`config.mk`:
```
export PLATFORM = sky130hd
export DESIGN_NAME = sec_rtc_core
export DESIGN_NICKNAME = d
export VERILOG_FILES = /design/src/rtl/sec_rtc_pkg.sv /design/src/rtl/rtc_prescaler.sv /design/src/rtl/rtc_write_settle.sv /design/src/rtl/rtc_alarm_unit.sv /design/src/rtl/sec_rtc_core.sv
export SDC_FILE = /design/constraint.sdc
export NUM_CORES = 1
export LEC_CHECK = 0
export BUFFER_PORTS_ARGS = -buffer_cell sky130_fd_sc_hd__buf_2
export CAP_MARGIN = 10
export CORE_ASPECT_RATIO = 2
export CORE_MARGIN = 4
export CORE_UTILIZATION = 36
export CTS_CLUSTER_SIZE = 12
export DETAILED_ROUTE_END_ITERATION = 8
export SETUP_SLACK_MARGIN = 0.05
export SLEW_MARGIN = 20
export SYNTH_ARGS = -nofsm -noshare
export SYNTH_HDL_FRONTEND = slang
export SYNTH_HIERARCHICAL = 1
export SYNTH_SLANG_ARGS = --single-unit
```
`constraint.sdc`:
```
create_clock -name clk -period 3.85 [get_ports clk]
set_input_delay 1.155 -clock clk [delete_from_list [all_inputs] [get_ports clk]]
set_output_delay 1.155 -clock clk [all_outputs]
set_load 0.02 [all_outputs]
```
`src/rtl/sec_rtc_pkg.sv`:
```
package sec_rtc_pkg;

    localparam int DATA_W     = 32;
    localparam int NUM_ALARMS = 2;
    localparam int CFG_W      = 3;
    localparam int STAT_W     = 2 * NUM_ALARMS;

    // Register selector; the numeric value equals byte offset / 4
    typedef enum logic [2:0] {
        REG_STAT = 3'd0,
        REG_CFG1 = 3'd1,
        REG_CFG2 = 3'd2,
        REG_TIME = 3'd3,
        REG_ALM1 = 3'd4,
        REG_ALM2 = 3'd5,
        REG_CAL  = 3'd6,
        REG_NONE = 3'd7
    } reg_sel_e;

    typedef enum logic [1:0] {
        WS_IDLE   = 2'd0,
        WS_SETTLE = 2'd1,
        WS_COMMIT = 2'd2
    } wstate_e;

    typedef struct packed {
        reg_sel_e          sel;
        logic [DATA_W-1:0] data;
    } wr_req_t;

    function automatic reg_sel_e alarm_sel(input int idx);
        return (idx == 0) ? REG_ALM1 : REG_ALM2;
    endfunction

    function automatic reg_sel_e cfg_sel(input int idx);
        return (idx == 0) ? REG_CFG1 : REG_CFG2;
    endfunction

endpackage

```
`src/rtl/rtc_prescaler.sv`:
```
module rtc_prescaler #(
    parameter int TICKS_PER_SEC = 250_000_000,
    parameter int FAST_HZ       = 4
) (
    input  logic clk,
    input  logic rst_n,
    input  logic restart,
    output logic sec_tick,
    output logic fast_tick
);
    localparam int FAST_DIV = TICKS_PER_SEC / FAST_HZ;
    localparam int SEC_W    = (TICKS_PER_SEC > 1) ? $clog2(TICKS_PER_SEC) : 1;
    localparam int FAST_W   = (FAST_DIV > 1) ? $clog2(FAST_DIV) : 1;
    localparam logic [SEC_W-1:0]  SEC_LAST  = SEC_W'(TICKS_PER_SEC - 1);
    localparam logic [FAST_W-1:0] FAST_LAST = FAST_W'(FAST_DIV - 1);

    logic [SEC_W-1:0]  sec_cnt_q;
    logic [FAST_W-1:0] fast_cnt_q;

    assign sec_tick  = (sec_cnt_q == SEC_LAST);
    assign fast_tick = (fast_cnt_q == FAST_LAST);

    always_ff @(posedge clk) begin
        if (!rst_n || restart) begin
            sec_cnt_q  <= '0;
            fast_cnt_q <= '0;
        end else begin
            sec_cnt_q  <= sec_tick  ? '0 : sec_cnt_q + 1'b1;
            fast_cnt_q <= fast_tick ? '0 : fast_cnt_q + 1'b1;
        end
    end

endmodule

```
`src/rtl/rtc_write_settle.sv`:
```
module rtc_write_settle
    import sec_rtc_pkg::*;
#(
    parameter int SETTLE_CYCLES = 1250
) (
    input  logic    clk,
    input  logic    rst_n,
    input  logic    req_valid,
    input  wr_req_t req_in,
    output logic    busy,
    output logic    commit,
    output wr_req_t commit_req
);
    localparam int CNT_W = (SETTLE_CYCLES > 1) ? $clog2(SETTLE_CYCLES) : 1;
    localparam logic [CNT_W-1:0] CNT_LAST = CNT_W'(SETTLE_CYCLES - 1);

    wstate_e          state_q, state_d;
    logic [CNT_W-1:0] cnt_q;
    wr_req_t          hold_q;

    // Next-state logic
    always_comb begin
        state_d = state_q;
        unique case (state_q)
            WS_IDLE:   if (req_valid) state_d = WS_SETTLE;
            WS_SETTLE: if (cnt_q == CNT_LAST) state_d = WS_COMMIT;
            WS_COMMIT: state_d = WS_IDLE;
            default:   state_d = WS_IDLE;
        endcase
    end

    // State register
    always_ff @(posedge clk) begin
        if (!rst_n) state_q <= WS_IDLE;
        else        state_q <= state_d;
    end

    // Captured request and settle counter
    always_ff @(posedge clk) begin
        if (!rst_n) begin
            hold_q <= '0;
            cnt_q  <= '0;
        end else if (state_q == WS_IDLE) begin
            cnt_q <= '0;
            if (req_valid) hold_q <= req_in;
        end else if (state_q == WS_SETTLE) begin
            cnt_q <= cnt_q + 1'b1;
        end
    end

    // Outputs
    always_comb begin
        busy       = (state_q != WS_IDLE);
        commit     = (state_q == WS_COMMIT);
        commit_req = hold_q;
    end

endmodule

```
`src/rtl/rtc_alarm_unit.sv`:
```
module rtc_alarm_unit
    import sec_rtc_pkg::*;
(
    input  logic              clk,
    input  logic              rst_n,
    input  logic              wr_alarm,
    input  logic              wr_cfg,
    input  logic [DATA_W-1:0] alarm_in,
    input  logic [CFG_W-1:0]  cfg_in,
    input  logic              count_ok,
    input  logic [DATA_W-1:0] time_next,
    input  logic              sec_tick,
    input  logic              fast_tick,
    input  logic              clr_alarm,
    input  logic              clr_prd,
    output logic [DATA_W-1:0] alarm_q,
    output logic [CFG_W-1:0]  cfg_q,
    output logic              alarm_flag,
    output logic              prd_flag,
    output logic              irq_req
);
    logic alarm_hit, prd_hit;

    assign alarm_hit = count_ok && (time_next == alarm_q);
    assign prd_hit   = cfg_q[1] && (cfg_q[2] ? sec_tick : fast_tick);
    assign irq_req   = (alarm_flag && cfg_q[0]) || (prd_flag && cfg_q[1]);

    always_ff @(posedge clk) begin
        if (!rst_n) begin
            alarm_q <= '0;
            cfg_q   <= '0;
        end else begin
            if (wr_alarm) alarm_q <= alarm_in;
            if (wr_cfg)   cfg_q   <= cfg_in;
        end
    end

    // Event flags: a new event outranks a clear in the same cycle
    always_ff @(posedge clk) begin
        if (!rst_n) begin
            alarm_flag <= 1'b0;
            prd_flag   <= 1'b0;
        end else begin
            if (alarm_hit)      alarm_flag <= 1'b1;
            else if (clr_alarm) alarm_flag <= 1'b0;
            if (prd_hit)        prd_flag   <= 1'b1;
            else if (clr_prd)   prd_flag   <= 1'b0;
        end
    end

endmodule

```
`src/rtl/sec_rtc_core.sv`:
```
module sec_rtc_core
    import sec_rtc_pkg::*;
#(
    parameter int TICKS_PER_SEC = 250_000_000,
    parameter int FAST_HZ       = 4,
    parameter int SETTLE_CYCLES = 1250,
    parameter int ADDR_W        = 8
) (
    input  logic              clk,
    input  logic              rst_n,
    input  logic              bus_wr,
    input  logic [ADDR_W-1:0] bus_addr,
    input  logic [31:0]       bus_wdata,
    output logic [31:0]       bus_rdata,
    output logic              wr_busy,
    output logic              irq
);
    localparam logic [ADDR_W-1:0] LAST_OFFS = ADDR_W'(24);

    reg_sel_e    addr_sel;
    wr_req_t     new_req;
    wr_req_t     cur_req;
    logic        wr_commit;
    logic        time_commit;
    logic        sec_tick, fast_tick;
    logic        count_ok;
    logic [DATA_W-1:0] time_q, time_next, cal_q;
    logic [STAT_W-1:0] stat_vec;
    logic [NUM_ALARMS-1:0][DATA_W-1:0] alm_val;
    logic [NUM_ALARMS-1:0][CFG_W-1:0]  cfg_val;
    logic [NUM_ALARMS-1:0] alm_flag, prd_flag, irq_term;

    // Address decode shared by reads and writes
    always_comb begin
        if (bus_addr[1:0] != 2'b00 || bus_addr > LAST_OFFS) addr_sel = REG_NONE;
        else                                                  addr_sel = reg_sel_e'(bus_addr[4:2]);
    end

    assign new_req.sel  = addr_sel;
    assign new_req.data = bus_wdata;

    rtc_write_settle #(.SETTLE_CYCLES(SETTLE_CYCLES)) u_settle (
        .clk        (clk),
        .rst_n      (rst_n),
        .req_valid  (bus_wr),
        .req_in     (new_req),
        .busy       (wr_busy),
        .commit     (wr_commit),
        .commit_req (cur_req)
    );

    assign time_commit = wr_commit && (cur_req.sel == REG_TIME);

    rtc_prescaler #(.TICKS_PER_SEC(TICKS_PER_SEC), .FAST_HZ(FAST_HZ)) u_presc (
        .clk       (clk),
        .rst_n     (rst_n),
        .restart   (time_commit),
        .sec_tick  (sec_tick),
        .fast_tick (fast_tick)
    );

    assign time_next = time_q + 1'b1;
    assign count_ok  = sec_tick && !time_commit;

    always_ff @(posedge clk) begin
        if (!rst_n) begin
            time_q <= '0;
            cal_q  <= '0;
        end else begin
            if (time_commit)   time_q <= cur_req.data;
            else if (sec_tick) time_q <= time_next;
            if (wr_commit && cur_req.sel == REG_CAL) cal_q <= cur_req.data;
        end
    end

    for (genvar gi = 0; gi < NUM_ALARMS; gi++) begin : g_alarm
        logic stat_wr;
        assign stat_wr = wr_commit && (cur_req.sel == REG_STAT);

        rtc_alarm_unit u_unit (
            .clk        (clk),
            .rst_n      (rst_n),
            .wr_alarm   (wr_commit && (cur_req.sel == alarm_sel(gi))),
            .wr_cfg     (wr_commit && (cur_req.sel == cfg_sel(gi))),
            .alarm_in   (cur_req.data),
            .cfg_in     (cur_req.data[CFG_W-1:0]),
            .count_ok   (count_ok),
            .time_next  (time_next),
            .sec_tick   (sec_tick),
            .fast_tick  (fast_tick),
            .clr_alarm  (stat_wr && cur_req.data[gi]),
            .clr_prd    (stat_wr && cur_req.data[NUM_ALARMS + gi]),
            .alarm_q    (alm_val[gi]),
            .cfg_q      (cfg_val[gi]),
            .alarm_flag (alm_flag[gi]),
            .prd_flag   (prd_flag[gi]),
            .irq_req    (irq_term[gi])
        );
    end

    assign stat_vec = {prd_flag, alm_flag};
    assign irq      = |irq_term;

    // Read multiplexer
    always_comb begin
        bus_rdata = '0;
        unique case (addr_sel)
            REG_STAT: bus_rdata = DATA_W'(stat_vec);
            REG_CFG1: bus_rdata = DATA_W'(cfg_val[0]);
            REG_CFG2: bus_rdata = DATA_W'(cfg_val[1]);
            REG_TIME: bus_rdata = time_q;
            REG_ALM1: bus_rdata = alm_val[0];
            REG_ALM2: bus_rdata = alm_val[1];
            REG_CAL:  bus_rdata = cal_q;
            REG_NONE: bus_rdata = '0;
            default:  bus_rdata = '0;
        endcase
    end

endmodule

```
# Yosys cells after proc, flatten, opt, wreduce, memory -nomap -nowiden
# Cells that the tools add are included.
# totals
register_bits	240
input_bits	43
# op_classes
addsub	4
n_lt_le_gt_ge	1
eq_ne	22
muxes	17
bitwise_logic	1
n_reduce_logical	42
# op_table
op	count
$pmux W32 S8	1
$eq A32 B32 Y1	2
$mux W32	2
$add A32 B1 Y32 const B	1
$add A28 B1 Y28 const B	1
$eq A28 B28 Y1 const B	1
$add A26 B1 Y26 const B	1
$eq A26 B26 Y1 const B	1
$eq A3 B3 Y1 const B	7
$logic_and A1 B1 Y1	20
$reduce_bool A2 Y1	7
$eq A3 B2 Y1 const B	4
$add A11 B1 Y11 const B	1
$eq A11 B11 Y1 const B	1
$mux W1	10
$gt A8 B5 Y1 const B	1
$reduce_or A2 Y1	4
$eq A3 B1 Y1 const B	2
$logic_not A3 Y1	2
$logic_or A1 B1 Y1	4
$mux W2	2
$pmux W2 S2	1
$reduce_and A2 Y1	2
$mux W3	1
7 further kinds	8

# Longest topological paths before layout
# depth
word_depth	6
ltp_mapped	12
mapped_depth_nobuf	11

# By module
# The synthesis kept the hierarchy.
# modules_own_cells
mod	n_inst	cells_each	area_each_um2	seq_area_each_um2
sec_rtc_core	1	618	4545.6	1281.2
rtc_alarm_unit	2	165	1742.9	740.7
rtc_prescaler	1	291	2449.8	1081.0
rtc_write_settle	1	227	1968.1	960.9

# Worst setup path before layout
# Ideal clock, no wire load.
# synth_path
path_kind	input-to-output
start	input port bus_addr[2]
end	output port bus_rdata[1]
arrival_time_ns	3.006
required_time_ns	2.695
path_slack_ns	-0.311
cell_stages	4
n_path_buf	2
path_cell_list	clkbuf_1 > buf_1 > nor4_1 > a2111oi_0
# synth_between
elab_chain_len	5
# synth_rtl
item	line_no	text
start, declared	sec_rtc_core.sv:12	input logic [ADDR_W-1:0] bus_addr,
$gt A8 B5 Y1	sec_rtc_core.sv:35	if (bus_addr[1:0] != 2'b00 || bus_addr > LAST_OFFS) addr_sel = REG_NONE;
$logic_or A1 B1 Y1	sec_rtc_core.sv:35	
$mux W3 (*)	sec_rtc_core.sv:35	
$eq A3 B3 Y1, or another cell as far along	sec_rtc_core.sv:107	unique case (addr_sel)
$pmux W32 S8 (*)	sec_rtc_core.sv:107	
end, declared	sec_rtc_core.sv:14	output logic [31:0] bus_rdata,
# Mark *: on every way between the ends. The rest lies on a longest branch, timed or not.

# Worst setup path in the final report
# layout_path
start	input port bus_addr[5]
end	output port bus_rdata[20]
# layout_between
elab_chain_len	5
# layout_rtl
item	line_no	text
$gt A8 B5 Y1 (*)	sec_rtc_core.sv:35	
$logic_or A1 B1 Y1 (*)	sec_rtc_core.sv:35	
$mux W3 (*)	sec_rtc_core.sv:35	
named net addr_sel[2]	sec_rtc_core.sv:20	reg_sel_e addr_sel;
$eq A3 B3 Y1, or another cell as far along	sec_rtc_core.sv:107	
$pmux W32 S8 (*)	sec_rtc_core.sv:107	
# The timed path passes the listed nets; every way through them passes the cells marked *.

==> impl_metrics.tcl <==
set metrics [dict create \
    routabilityCongestion 0.880 \
    dp_cells 1934 \
    core_sq_um 34200 \
    initial_core_util_pct 36.4 \
    seq_power_share_pct 51.0 \
    antenna_found_initial 0 \
    finalClockSkew_ns 0.0236 \
    grt.total_usage_pct 19.3 \
    hold_viol_final 0 \
    outcome "complete, no violations" \
    diodes 0 \
    synth_edf_count 0 \
    period_needed_ns 3.75 \
    grt_overflow 0 \
    crit_fanout 7 \
    internal_power_uw 3860 \
    crit_start "bus_addr[5]" \
    clockBufferDepth 3 \
    vias_per_cell 5.37 \
    cts.sinks 240 \
    min_period_over_period_pct 97.5 \
    grt_start_max_net_pins 65 \
    critPathLaunchType "input port" \
    fin_util_pct 41.6 \
    dr_total_vias 10600 \
    async_flop_share_pct 0 \
    cts_hold_buf 0 \
    setup_viol 0 \
    syn_to_final_growth_pct 14.5 \
    die_y_um 271 \
    layout-drive-gt1-share_pct 12.7 \
    required_ns 2.69 \
    worst-setup-path-type "input port to output port" \
    ys_ff_latch 240 \
    rsz0062_at_grt "yes" \
    fin_cells 1978 \
    wl_per_cell_um 19.4 \
    setup_tns_ns 0 \
    cts_tree "built" \
    hold_path.class "flop to flop" \
    drc 0 \
    register_area_sq_um 4800 \
    synth_cells 1466 \
    syn_area_sq_um 12400 \
    root_buffer "clkbuf_16" \
    detail-route-antenna-nets 0 \
    port_buffers 76 \
    report.final.slew_viol_count 0 \
    ys.warnings.count 6 \
    nets 1575 \
    maxCapViolCount 0 \
    ir_drop_uv 267 \
    synthFlopType "dfxtp_1" \
    routed_wirelength_mm 38.5 \
    avgSynthCellArea_sq_um 8.49 \
    p_leak_uw 0.00524 \
    hpwl_mm 27.0 \
    setup.worst_path.end_class "output port" \
    swShare_pct 23.8 \
    numCtsBuffers 25 \
    layout_commonest_cell "dfxtp_1" \
    worstHoldStart "cal_q[21]$_SDFFE_PN0P_" \
    first_pass_iters 7 \
    tightest_slew_ns 1.04 \
    io-pin-count 77 \
    whs_ns 0.455 \
    p_total_uw 5060 \
    cts.clk_slew.worst_paths_ns 0.06 \
    p_switching_uw 1200 \
    synth_fp_nets 1514 \
    r2r_start "time_q[0]$_SDFFE_PN0P_" \
    synth.distinct_cells 65 \
    htreeDepth 1 \
    multiInputGateArea_sq_um 7240 \
    slew_headroom_pct 29.9 \
    p_clk_share_pct 44.1 \
    grt_pass1_wl_mm 58.6 \
    drt_iter0_drc 622 \
    seq_area_frac_synth_pct 38.6 \
    layout_common_cells "dfxtp_1 (240), nand2_1 (222), xor2_1 (111), mux2i_1 (106), nor2_1 (91)" \
    clkLatencyLatePin_ns 0.54 \
    max_freq_mhz 266 \
    dieArea_sq_um 37800 \
    cp_data_arrival_time_ns 2.60 \
    p_comb_share_pct 4.9 \
    power_density_nw_per_um2 355 \
    fillers 3509 \
    die_w_um 139 \
    num_rows 96 \
    grt_pass1_vias 10700 \
]
layout make-up:
| cell class | instances | share of cell area (%) |
|---|---|---|
| clock buffers | 34 | 4.84 |
| inverters | 14 | 0.369 |
| well taps | 441 | 3.87 |
| clock inverters | 3 | 0.176 |
| multi-input cells | 1119 | 50.8 |
| flip-flops and latches | 240 | 33.7 |
| repair buffers | 127 | 6.23 |
power groups by stage:
stage | sequential [uW] | combinational, uW | clock (uW)
6_report | 2580 | 248 | 2230
4_1_cts | 2580 | 246 | 2300
3_5_place_dp | 2630 | 245 | 0
5_1_grt | 2580 | 271 | 2400
2_1_floorplan | 2610 | 164 | 0
3_3_place_gp | 2630 | 242 | 0
through the flow:
step | cell area, sq um | setup slack, ns
2_1_floorplan | 12500 | 0.112
3_3_place_gp | 13400 | 0.0307
3_5_place_dp | 13400 | 0.0480
4_1_cts | 14100 | 0.0476
5_1_grt | 14200 | 0.00129
6_report | 14200 | 0.0971
kinds of logic (layout without fill, tap and decap cells):
kind of cell	Yosys count	after routing	share of synthesized area, %
AO/OA/AOI/OAI	227	227	11.3
XOR/XNOR	165	165	11.6
adder cells (fa/ha/maj)	5	5	0.503
buffers and inverters	107	178	3.78
flip-flops	240	240	38.6
multiplexers	109	109	8.88
AND/OR/NAND/NOR	613	613	25.3
Yosys cell counts (13+ instances only):
cell type | n | area share (%)
mux2i_1 | 106 | 8.5
inv_1 | 13 | 0.39
nor3_1 | 16 | 0.64
and3_1 | 14 | 0.70
nor4_1 | 21 | 1.1
clkbuf_1 | 53 | 1.6
a21oi_1 | 63 | 2.5
o21ai_0 | 64 | 2.6
xor2_1 | 111 | 7.8
nand4_1 | 35 | 1.8
nand2_1 | 222 | 6.7
nor2b_1 | 78 | 3.9
buf_2 | 27 | 1.1
nor2_1 | 94 | 2.8
a22o_1 | 30 | 2.1
dfxtp_1 | 240 | 39
xnor2_1 | 54 | 3.8
a21boi_0 | 27 | 1.6
nand3_1 | 44 | 1.8
metal layers:
layer | GRT usage, % | part of all wire (%) | vias up
li1 | - | - | 5155
met1 | 19.3 | 35 | 5139
met2 | 39.0 | 56 | 245
met3 | 1.91 | 3.4 | 91
met4 | 8.76 | 5.4 | 0
met5 | 0 | 0 | -
flip-flops by register name, summed over array words and instances (netlist names), 6 cells and up:
register / flops
cal_q: 32
g_alarm.u_unit/alarm_q: 64
g_alarm.u_unit/cfg_q: 6
time_q: 32
u_presc/fast_cnt_q: 26
u_presc/sec_cnt_q: 28
u_settle/cnt_q: 11
u_settle/commit_req: 35
critical path, stage by stage:
cell,delay [ns]
buf_2,0.11
nor3_4,0.18
nand2_1,0.08
or2_2,0.31
nor2_4,0.11
buf_12,0.15
buf_8,0.17
a22o_1,0.16
buf_2,0.16
final timing paths:
kind	slack [ns]	to	cells after the start
worst max-delay path	0.1	bus_rdata[20]	9
worst min-delay path	0.45	cal_q[21]$_SDFFE_PN0P_	2
worst max register to register	0.44	g_alarm[0].u_unit/alarm_flag$_SDFFE_PN0P_	13
worst min register to register	0.45	cal_q[21]$_SDFFE_PN0P_	2
timing repair:
| item | in CTS | in global routing |
|---|---|---|
| gates cloned | 0 | 3 |
| buffers inserted | 0 | 4 |
| pin swaps | 0 | 4 |
| endpoints found under the setup margin | 1 | 28 |
| resized for setup | 0 | 9 |
No activity file was read; power rests on OpenSTA's default activity.
